==> src/rtl/mdio_pkg.sv <==
package mdio_pkg;

  typedef enum logic [1:0] {
    ST_HUNT = 2'd0,
    ST_HDR  = 2'd1,
    ST_RD   = 2'd2,
    ST_WR   = 2'd3
  } mdio_state_e;

  localparam logic [1:0] START_PAT = 2'b01;
  localparam logic [1:0] OP_READ   = 2'b10;
  localparam logic [1:0] OP_WRITE  = 2'b01;

endpackage

==> src/rtl/mdio_idle_det.sv <==
// Counts consecutive ones while the controller is hunting for a frame.
module mdio_idle_det #(
  parameter int IDLE_ONES = 32
) (
  input  logic mdc,
  input  logic rst_n,
  input  logic mdio_i,
  input  logic hunting,
  output logic idle_ok
);

  localparam int CW = $clog2(IDLE_ONES + 1);

  logic [CW-1:0] cnt_q, cnt_d;

  always_comb begin
    cnt_d = cnt_q;
    if (!hunting || !mdio_i) begin
      cnt_d = '0;
    end else if (cnt_q != CW'(IDLE_ONES)) begin
      cnt_d = cnt_q + 1'b1;
    end
  end

  always_ff @(posedge mdc or negedge rst_n) begin
    if (!rst_n) begin
      cnt_q <= '0;
    end else begin
      cnt_q <= cnt_d;
    end
  end

  assign idle_ok = (cnt_q == CW'(IDLE_ONES));

endmodule

==> src/rtl/mdio_frame_ctrl.sv <==
// Frame sequencer: header decode, word slots, burst address walk, write strobe.
module mdio_frame_ctrl
  import mdio_pkg::*;
#(
  parameter int PHY_AW    = 5,
  parameter int REG_AW    = 5,
  parameter int DATA_W    = 16,
  parameter int LOW_LAST  = 5,
  parameter int HIGH_BASE = 16,
  parameter int NUM_WORDS = 11
) (
  input  logic              mdc,
  input  logic              rst_n,
  input  logic              mdio_i,
  input  logic [PHY_AW-1:0] phy_addr,
  input  logic              burst_en,
  input  logic              idle_ok,
  input  logic [DATA_W-1:0] rf_rdata,
  output logic              hunting,
  output logic [REG_AW-1:0] rf_addr,
  output logic              rf_we,
  output logic [DATA_W-1:0] rf_wdata,
  output logic              tx_ta,
  output logic              tx_load,
  output logic [DATA_W-1:0] tx_word,
  output logic              tx_rel
);

  localparam int HDR_BITS = 4 + PHY_AW + REG_AW;
  localparam int HDR_LEN  = HDR_BITS + 2;
  localparam int POS_MAX  = (DATA_W > HDR_LEN) ? DATA_W : HDR_LEN;
  localparam int POS_W    = $clog2(POS_MAX);
  localparam int WRD_W    = (NUM_WORDS > 1) ? $clog2(NUM_WORDS) : 1;
  localparam int RX_W     = (DATA_W > HDR_BITS) ? DATA_W - 1 : HDR_BITS - 1;
  localparam logic [REG_AW-1:0] BURST_ADDR = '1;

  mdio_state_e       state_q, state_d;
  logic [POS_W-1:0]  pos_q, pos_d;
  logic [WRD_W-1:0]  word_q, word_d;
  logic [REG_AW-1:0] addr_q, addr_d;
  logic              rd_q, rd_d;
  logic              burst_q, burst_d;
  logic              blank_q, blank_d;
  logic [RX_W-1:0]   rx_q, rx_d;

  logic [HDR_BITS-1:0] hdr;
  logic [1:0]          start_f, op_f;
  logic [PHY_AW-1:0]   phy_f;
  logic [REG_AW-1:0]   reg_f;
  logic                hdr_ok, slot_end, last_word;
  logic [REG_AW-1:0]   addr_nxt;

  assign hdr     = {rx_q[HDR_BITS-2:0], mdio_i};
  assign start_f = hdr[HDR_BITS-1 -: 2];
  assign op_f    = hdr[HDR_BITS-3 -: 2];
  assign phy_f   = hdr[REG_AW +: PHY_AW];
  assign reg_f   = hdr[REG_AW-1:0];
  assign hdr_ok  = (start_f == START_PAT) &&
                   ((op_f == OP_READ) || (op_f == OP_WRITE)) &&
                   (phy_f == phy_addr);

  assign slot_end  = (pos_q == POS_W'(DATA_W - 1));
  assign last_word = !burst_q || (word_q == WRD_W'(NUM_WORDS - 1));
  assign addr_nxt  = (addr_q == REG_AW'(LOW_LAST)) ? REG_AW'(HIGH_BASE)
                                                   : addr_q + 1'b1;

  always_comb begin
    state_d = state_q;
    pos_d   = pos_q;
    word_d  = word_q;
    addr_d  = addr_q;
    rd_d    = rd_q;
    burst_d = burst_q;
    blank_d = blank_q;
    rx_d    = {rx_q[RX_W-2:0], mdio_i};
    tx_ta   = 1'b0;
    tx_load = 1'b0;
    tx_rel  = 1'b0;
    rf_we   = 1'b0;
    unique case (state_q)
      ST_HUNT: begin
        if (idle_ok && !mdio_i) begin
          state_d = ST_HDR;
          pos_d   = POS_W'(1);
        end
      end
      ST_HDR: begin
        pos_d = pos_q + 1'b1;
        if (pos_q == POS_W'(HDR_BITS - 1)) begin
          if (!hdr_ok) begin
            state_d = ST_HUNT;
          end else begin
            rd_d    = (op_f == OP_READ);
            burst_d = (reg_f == BURST_ADDR) && burst_en;
            blank_d = (reg_f == BURST_ADDR) && !burst_en;
            addr_d  = ((reg_f == BURST_ADDR) && burst_en) ? '0 : reg_f;
          end
        end
        if ((pos_q == POS_W'(HDR_BITS)) && rd_q) begin
          tx_ta = 1'b1;
        end
        if (pos_q == POS_W'(HDR_LEN - 1)) begin
          state_d = rd_q ? ST_RD : ST_WR;
          pos_d   = '0;
          word_d  = '0;
          if (rd_q) begin
            tx_load = 1'b1;
            if (burst_q) addr_d = addr_nxt;
          end
        end
      end
      ST_RD: begin
        pos_d = pos_q + 1'b1;
        if (slot_end) begin
          pos_d = '0;
          if (last_word) begin
            state_d = ST_HUNT;
            tx_rel  = 1'b1;
          end else begin
            word_d  = word_q + 1'b1;
            tx_load = 1'b1;
            if (burst_q) addr_d = addr_nxt;
          end
        end
      end
      ST_WR: begin
        pos_d = pos_q + 1'b1;
        if (slot_end) begin
          pos_d = '0;
          rf_we = !blank_q;
          if (burst_q) addr_d = addr_nxt;
          if (last_word) begin
            state_d = ST_HUNT;
          end else begin
            word_d = word_q + 1'b1;
          end
        end
      end
      default: state_d = ST_HUNT;
    endcase
  end

  always_ff @(posedge mdc or negedge rst_n) begin
    if (!rst_n) begin
      state_q <= ST_HUNT;
      pos_q   <= '0;
      word_q  <= '0;
      addr_q  <= '0;
      rd_q    <= 1'b0;
      burst_q <= 1'b0;
      blank_q <= 1'b0;
      rx_q    <= '0;
    end else begin
      state_q <= state_d;
      pos_q   <= pos_d;
      word_q  <= word_d;
      addr_q  <= addr_d;
      rd_q    <= rd_d;
      burst_q <= burst_d;
      blank_q <= blank_d;
      rx_q    <= rx_d;
    end
  end

  assign hunting  = (state_q == ST_HUNT);
  assign rf_addr  = addr_q;
  assign rf_wdata = {rx_q[DATA_W-2:0], mdio_i};
  assign tx_word  = blank_q ? '0 : rf_rdata;

endmodule

==> src/rtl/mdio_tx.sv <==
// Output side: turnaround zero, word load, MSB-first shift, release.
module mdio_tx #(
  parameter int DATA_W = 16
) (
  input  logic              mdc,
  input  logic              rst_n,
  input  logic              ta,
  input  logic              load,
  input  logic              rel,
  input  logic [DATA_W-1:0] word,
  output logic              mdio_o,
  output logic              mdio_oe
);

  logic              oe_q, oe_d;
  logic              out_q, out_d;
  logic [DATA_W-2:0] sh_q, sh_d;

  always_comb begin
    oe_d  = oe_q;
    out_d = out_q;
    sh_d  = sh_q;
    if (rel) begin
      oe_d  = 1'b0;
      out_d = 1'b0;
    end else if (ta) begin
      oe_d  = 1'b1;
      out_d = 1'b0;
    end else if (load) begin
      out_d = word[DATA_W-1];
      sh_d  = word[DATA_W-2:0];
    end else if (oe_q) begin
      out_d = sh_q[DATA_W-2];
      sh_d  = {sh_q[DATA_W-3:0], 1'b0};
    end
  end

  always_ff @(posedge mdc or negedge rst_n) begin
    if (!rst_n) begin
      oe_q  <= 1'b0;
      out_q <= 1'b0;
      sh_q  <= '0;
    end else begin
      oe_q  <= oe_d;
      out_q <= out_d;
      sh_q  <= sh_d;
    end
  end

  assign mdio_o  = out_q;
  assign mdio_oe = oe_q;

endmodule

==> src/rtl/mdio_burst_slave.sv <==
module mdio_burst_slave
  import mdio_pkg::*;
#(
  parameter int PHY_AW    = 5,
  parameter int REG_AW    = 5,
  parameter int DATA_W    = 16,
  parameter int IDLE_ONES = 32,
  parameter int LOW_LAST  = 5,
  parameter int HIGH_BASE = 16,
  parameter int HIGH_LAST = 20
) (
  input  logic              mdc,
  input  logic              rst_n,
  input  logic              mdio_i,
  input  logic [PHY_AW-1:0] phy_addr,
  input  logic              burst_en,
  input  logic [DATA_W-1:0] rf_rdata,
  output logic              mdio_o,
  output logic              mdio_oe,
  output logic [REG_AW-1:0] rf_addr,
  output logic              rf_we,
  output logic [DATA_W-1:0] rf_wdata
);

  localparam int NUM_WORDS = (LOW_LAST + 1) + (HIGH_LAST - HIGH_BASE + 1);

  logic              hunting, idle_ok;
  logic              tx_ta, tx_load, tx_rel;
  logic [DATA_W-1:0] tx_word;

  mdio_idle_det #(
    .IDLE_ONES(IDLE_ONES)
  ) u_idle (
    .mdc    (mdc),
    .rst_n  (rst_n),
    .mdio_i (mdio_i),
    .hunting(hunting),
    .idle_ok(idle_ok)
  );

  mdio_frame_ctrl #(
    .PHY_AW   (PHY_AW),
    .REG_AW   (REG_AW),
    .DATA_W   (DATA_W),
    .LOW_LAST (LOW_LAST),
    .HIGH_BASE(HIGH_BASE),
    .NUM_WORDS(NUM_WORDS)
  ) u_ctrl (
    .mdc     (mdc),
    .rst_n   (rst_n),
    .mdio_i  (mdio_i),
    .phy_addr(phy_addr),
    .burst_en(burst_en),
    .idle_ok (idle_ok),
    .rf_rdata(rf_rdata),
    .hunting (hunting),
    .rf_addr (rf_addr),
    .rf_we   (rf_we),
    .rf_wdata(rf_wdata),
    .tx_ta   (tx_ta),
    .tx_load (tx_load),
    .tx_word (tx_word),
    .tx_rel  (tx_rel)
  );

  mdio_tx #(
    .DATA_W(DATA_W)
  ) u_tx (
    .mdc    (mdc),
    .rst_n  (rst_n),
    .ta     (tx_ta),
    .load   (tx_load),
    .rel    (tx_rel),
    .word   (tx_word),
    .mdio_o (mdio_o),
    .mdio_oe(mdio_oe)
  );

endmodule

==> config.mk <==
export PLATFORM = sky130hd
export DESIGN_NAME = mdio_burst_slave
export DESIGN_NICKNAME = d
export VERILOG_FILES = /design/src/rtl/mdio_pkg.sv /design/src/rtl/mdio_idle_det.sv /design/src/rtl/mdio_frame_ctrl.sv /design/src/rtl/mdio_tx.sv /design/src/rtl/mdio_burst_slave.sv
export SDC_FILE = /design/constraint.sdc
export NUM_CORES = 1
export LEC_CHECK = 0
export BUFFER_PORTS_ARGS = -buffer_cell sky130_fd_sc_hd__buf_2
export CAP_MARGIN = 10
export CORE_MARGIN = 2
export CORE_UTILIZATION = 58
export CTS_BUF_LIST = sky130_fd_sc_hd__clkbuf_8
export DETAILED_ROUTE_END_ITERATION = 10
export GPL_ROUTABILITY_DRIVEN = 0
export PLACE_DENSITY = 0.82
export REMOVE_ABC_BUFFERS = 1
export SYNTH_ARGS = -nofsm -noshare
export SYNTH_HDL_FRONTEND = slang
export SYNTH_SLANG_ARGS = --single-unit
==> constraint.sdc <==
create_clock -name mdc -period 3.17 [get_ports mdc]
set_input_delay 0.1585 -clock mdc [delete_from_list [all_inputs] [get_ports mdc]]
set_output_delay 0.1585 -clock mdc [all_outputs]
set_load 0.1 [all_outputs]
# == Yosys cells after proc, flatten, opt, wreduce, memory -nomap -nowiden ==
# Cells that the tools add are included.
# totals
reg_bits,56
out_inout_bits,24
wordCells,121
# classes
n_addsub,4
eq_ne,25
muxes,50
bitwise,2
reduce_logical,28
# ops
operator,count
two-way mux 5 bit,11
two-way mux 15 bit,2
two-way mux 4 bit,5
two-way mux 1 bit,18
equality test 4 bit (second input constant),4
two-way mux 16 bit,1
one-hot mux 4 bit (2 select lines),2
one-hot mux 5 bit (3 select lines),1
two-way mux 2 bit,6
two-way mux 6 bit,2
inequality test 2 x 1 -> 1 bit (second input constant),6
adder 4 x 1 -> 4 bit (second input constant),2
AND reduction 4 bit,2
nonzero test 2 bit,4
adder 6 x 1 -> 6 bit (second input constant),1
equality test 2 x 1 -> 1 bit (second input constant),3
equality test 2 bit (second input constant),3
equality test 6 bit (second input constant),1
logical AND 1 bit,6
inequality test 6 bit (second input constant),1
one-hot mux 2 bit (3 select lines),1
AND reduction 3 bit,2
adder 5 x 1 -> 5 bit (second input constant),1
equality test 5 x 3 -> 1 bit (second input constant),1
15 further kinds,23

# == Logic depth before layout (Yosys ltp) ==
# depth
depth_word,10
depth_mapped,8
ltp_nobuf,7

# == Hierarchy ==
# From an unflattened synthesis, not the netlist that was laid out.
# unflattened
hier_cells,287
area_unflattened_um2,3066.7
# modules_own_cells
module,n_inst,cells_each,area_each_um2
mdio_frame_ctrl,1,195,1885.6
mdio_tx,1,59,844.6
mdio_idle_det,1,33,336.6

# == Least setup slack after synthesis ==
# No wires, ideal clock.
# synth_path
path_type,register -> output
startpoint,reg u_ctrl.pos_q[1]
endpoint,out rf_we
arrival_ns,3.006
t_required_ns,3.012
setup_slack_ns,0.005
stages_incl_launch_ff,4
n_path_buf,0
path_cell_list,dfrtp_1 > ha_1 > nand3_1 > nor3b_1
# synth_between
elab_chain_cells,3
# synth_rtl
item,line,rtl
start: declaration,mdio_frame_ctrl.sv:38,"logic [POS_W-1:0] pos_q, pos_d;"
start signal: assignment,mdio_frame_ctrl.sv:155,pos_q <= pos_d;
equality test 4 bit,mdio_frame_ctrl.sv:62,assign slot_end = (pos_q == POS_W'(DATA_W - 1));
two-way mux 1 bit,mdio_frame_ctrl.sv:128,if (slot_end) begin
two-way mux 1 bit,mdio_frame_ctrl.sv:80,unique case (state_q)
end: declaration,mdio_burst_slave.sv:21,"output logic rf_we,"
# No other way between the ends.

# == Worst setup path in the final report ==
# layout_path
startpoint,reg u_ctrl.rx_q[9]
endpoint,"reg u_ctrl.addr_q[3], in the netlist u_ctrl.rf_addr[3]"
# layout_between
elab_chain_cells,10
# layout_rtl
item,line,rtl
start: declaration,mdio_frame_ctrl.sv:44,"logic [RX_W-1:0] rx_q, rx_d;"
start signal: assignment,mdio_frame_ctrl.sv:161,rx_q <= rx_d;
equality test 2 bit / equality test 2 x 1 -> 1 bit (equally long branches),mdio_frame_ctrl.sv:59,((op_f == OP_READ) || (op_f == OP_WRITE)) &&
logical OR 1 bit (*),mdio_frame_ctrl.sv:59,
logical AND 1 bit (*),mdio_frame_ctrl.sv:58,assign hdr_ok = (start_f == START_PAT) &&
logical AND 1 bit (*),mdio_frame_ctrl.sv:59,
two-way mux 5 bit (*),mdio_frame_ctrl.sv:90,if (!hdr_ok) begin
two-way mux 5 bit (*),mdio_frame_ctrl.sv:89,if (pos_q == POS_W'(HDR_BITS - 1)) begin
two-way mux 5 bit,mdio_frame_ctrl.sv:108,if (burst_q) addr_d = addr_nxt;
two-way mux 5 bit,mdio_frame_ctrl.sv:106,if (rd_q) begin
two-way mux 5 bit (*),mdio_frame_ctrl.sv:102,if (pos_q == POS_W'(HDR_LEN - 1)) begin
one-hot mux 5 bit (3 select lines) (*),mdio_frame_ctrl.sv:80,
end signal: assignment,mdio_frame_ctrl.sv:157,addr_q <= addr_d;
end: declaration,mdio_frame_ctrl.sv:40,"logic [REG_AW-1:0] addr_q, addr_d;"
# Every way passes the cells marked *; elsewhere a longest branch is shown, timed or not.
# A chain may end at the register's enable or synchronous reset.

==> flow_summary.json <==
{
  "vias_per_cell": 5.70,
  "p_comb_share_pct": 12.2,
  "ys_seq_area_share_pct": 47.9,
  "drc_errors": 0,
  "hp-class": "input port to flop",
  "clk_latency_ps": 310,
  "cts.clk_slew.worst_paths_ps": 100,
  "antennaDiodeCount": 0,
  "cp_max_fo": 5,
  "numClockSinks": 56,
  "synth-edff-count": 0,
  "dpl.hpwl_mm": 4.05,
  "drive_above_1_share_pct": 30.8,
  "final_antenna_net_count": 0,
  "r2r-start": "u_ctrl.rx_q[9]$_DFF_PN0_",
  "period_minus_slack_ps": 2480,
  "tightest_slew_ps": 770,
  "htreeDepth": 2,
  "cts_buffers": 5,
  "vias": 2193,
  "synth_area_leaders": "dfrtp_1, mux2_2, ha_1, nor2b_1, inv_1",
  "clock-root-buffer": "clkbuf_8",
  "grt_max_degree": 32,
  "fmax_ghz": 0.404,
  "period_share_pct": 78.1,
  "p_per_area_nw_per_um2": 384,
  "skew_ps": 11.3,
  "rows": 25,
  "p_leak_uw": 0.00163,
  "final_common_cell": "dfrtp_1",
  "portBuffers": 48,
  "antenna_found_initial": 0,
  "path_cells": "inv_1 > ha_1 > or3b_1 > or4_1 > nor3_1 > o21bai_1 > a221o_1",
  "irDropWorstVdd_mv": 0.408,
  "drt_pass1_iterations": 4,
  "maxSlewHeadroom_pct": 48.3,
  "drt_iter0_drc": 119,
  "nFillCells": 362,
  "drt-total-wl_mm": 5.48,
  "seqPwrFrac_pct": 57.4,
  "syn_to_final_growth_pct": 14.7,
  "grt_pass1_wl_mm": 9.23,
  "chipWidth_um": 75.0,
  "overflow": 0,
  "synth_top_area_share_pct": 47.9,
  "crit_type": "flop to flop",
  "die_area_sq_um": 5630,
  "grt_pass1_vias": 2103,
  "setup_ws_ps": 693,
  "p_sw_uw": 368,
  "ios": 49,
  "synth_seq_cells": 56,
  "synth.cell_area_sq_um": 2930,
  "drv_slew": 0,
  "report.final.setup_viol": 0,
  "cts-resized-gates": 0,
  "yosysTopAreaCell": "dfrtp_1",
  "clk_path_buf_depth": 2,
  "hold_violations": 0,
  "fin_setup_tns_ps": 0,
  "mostFrequentLayoutCells": "dfrtp_1, buf_2, mux2_2",
  "max-cap-violations": 0,
  "p_int_uw": 921,
  "cp_data_arrival_time_ps": 2680,
  "critPathLaunch": "u_ctrl.rx_q[9]$_DFF_PN0_",
  "ys_types": 49,
  "fp.dieH_um": 75.0,
  "initial_core_util_pct": 61.2,
  "post_synth.cell_area_avg_sq_um": 11.2,
  "rsz0062_at_grt": "false",
  "critPathLaunchType": "flop",
  "end_kind": "flop",
  "status": "complete, no violations",
  "post-place-ws_ps": 703,
  "pwr-share-clk_pct": 30.4,
  "netlist_instances": 262,
  "yosys_warnings": 0,
  "slowest_delay_ps": 430,
  "cts_tree": "done",
  "wl_per_cell_um": 14.2,
  "synthFlopType": "dfrtp_1",
  "cp_slowest_cell": "or4_1",
  "async_reset_ff_share_pct": 100,
  "coreArea_sq_um": 4790,
  "grt_usage_pct": 21.5,
  "worstPathRequired_ps": 3380,
  "nNetsFinal": 357,
  "p_sw_share_pct": 28.6,
  "min_from": "mdio_i"
}
[cell usage after synthesis (3+ instances only)]
cell type / instances
a211oi_1: 3
a21oi_1: 5
a221o_1: 4
and3_1: 4
dfrtp_1: 56
ha_1: 15
inv_1: 17
mux2_2: 33
mux2i_1: 3
nand2_1: 14
nand3_1: 10
nor2_1: 12
nor2b_1: 14
nor3_1: 8
nor3b_1: 3
o21ai_0: 12
o2bb2ai_1: 3
xnor2_1: 3
xor2_1: 7
[cells by family (layout without fill, tap and decap cells)]
logic type      Yosys count  in the layout  share of synthesized area (%)
compound gates           43             43                           10.3
xor+xnor                 10             10                           2.99
fa+ha+maj                15             15                           6.41
buf+inv                  21             77                           2.86
flops                    56             56                           47.9
mux                      36             36                           13.7
simple gates             81             81                           15.9
[power groups by stage]
stage | combinational, uW | clock [uW] | sequential [uW]
after floorplan | 29.8 | 0 | 825
after global placement | 155 | 0 | 753
after detailed placement | 158 | 0 | 754
after CTS | 159 | 405 | 740
after global routing | 168 | 424 | 742
final | 157 | 392 | 740
[repair_timing]
action	CTS	global route
buffers inserted	0	0
endpoints found under the setup margin	0	0
endpoints found under the hold margin	25	0
hold buffers	1	0
[area by class of cell]
class | count | area, sq um | area share, %
multi-input cells | 185 | 1440 | 43.0
flip-flops and latches | 56 | 1400 | 41.8
repair buffers | 52 | 273 | 8.13
well taps | 67 | 83.8 | 2.50
clock buffers | 5 | 68.8 | 2.05
inverters | 17 | 63.8 | 1.90
clock inverters | 3 | 23.8 | 0.708
[registers in the layout, summed over array words and instances (netlist names)]
register        cells
u_ctrl.rf_addr      5
u_tx.sh_q          15
u_ctrl.word_q       4
u_ctrl.state_q      2
u_ctrl.burst_q      1
u_ctrl.pos_q        4
u_idle.cnt_q        6
u_tx.mdio_oe        1
u_ctrl.rd_q         1
u_ctrl.rx_q        15
u_tx.mdio_o         1
u_ctrl.blank_q      1
[path summary, 6_finish.rpt]
| kind | to | slack, ps | cells after the start |
|---|---|---|---|
| worst max-delay path | u_ctrl.rf_addr[3]$_DFFE_PN0P_ | 690 | 7 |
| worst min-delay path | u_ctrl.rx_q[0]$_DFF_PN0_ | 40 | 1 |
| worst max register to register | u_ctrl.rf_addr[3]$_DFFE_PN0P_ | 690 | 7 |
| worst min register to register | u_ctrl.rx_q[14]$_DFF_PN0_ | 390 | 0 |
| max in group asynchronous | u_ctrl.pos_q[3]$_DFFE_PN0N_ | 1990 | 3 |
| min in group asynchronous | u_ctrl.rx_q[3]$_DFF_PN0_ | 370 | 2 |
[metal layers]
metal	wire length [um]	share of wire (%)	vias to the layer above	global-route usage (%)
li1	-	-	1051	-
met1	2650	48	1086	29.4
met2	2520	46	49	34.7
met3	225	4.1	7	4.15
met4	91	1.7	0	7.54
met5	0	0	-	0
[worst max-delay path: cells and delay by family, from the launching register on]
| kind | cells | cell delay (ps) |
|---|---|---|
| buf+inv | 1 | 50 |
| simple gates | 3 | 1070 |
| fa+ha+maj | 1 | 280 |
| compound gates | 2 | 590 |
| flops | 1 | 380 |
[through the flow]
stage	power (uW)	instances	util, %	hold WS, ps	area (sq um)
after floorplan	855	258	-	-137	2910
after detailed placement	911	376	68.0	194	3250
final	1290	385	70.1	39.6	3360
after global placement	908	376	68.0	178	3250
after global routing	1330	385	70.1	25.2	3360
after CTS	1300	385	70.1	27.2	3360
(Power assumes the default switching activity.)
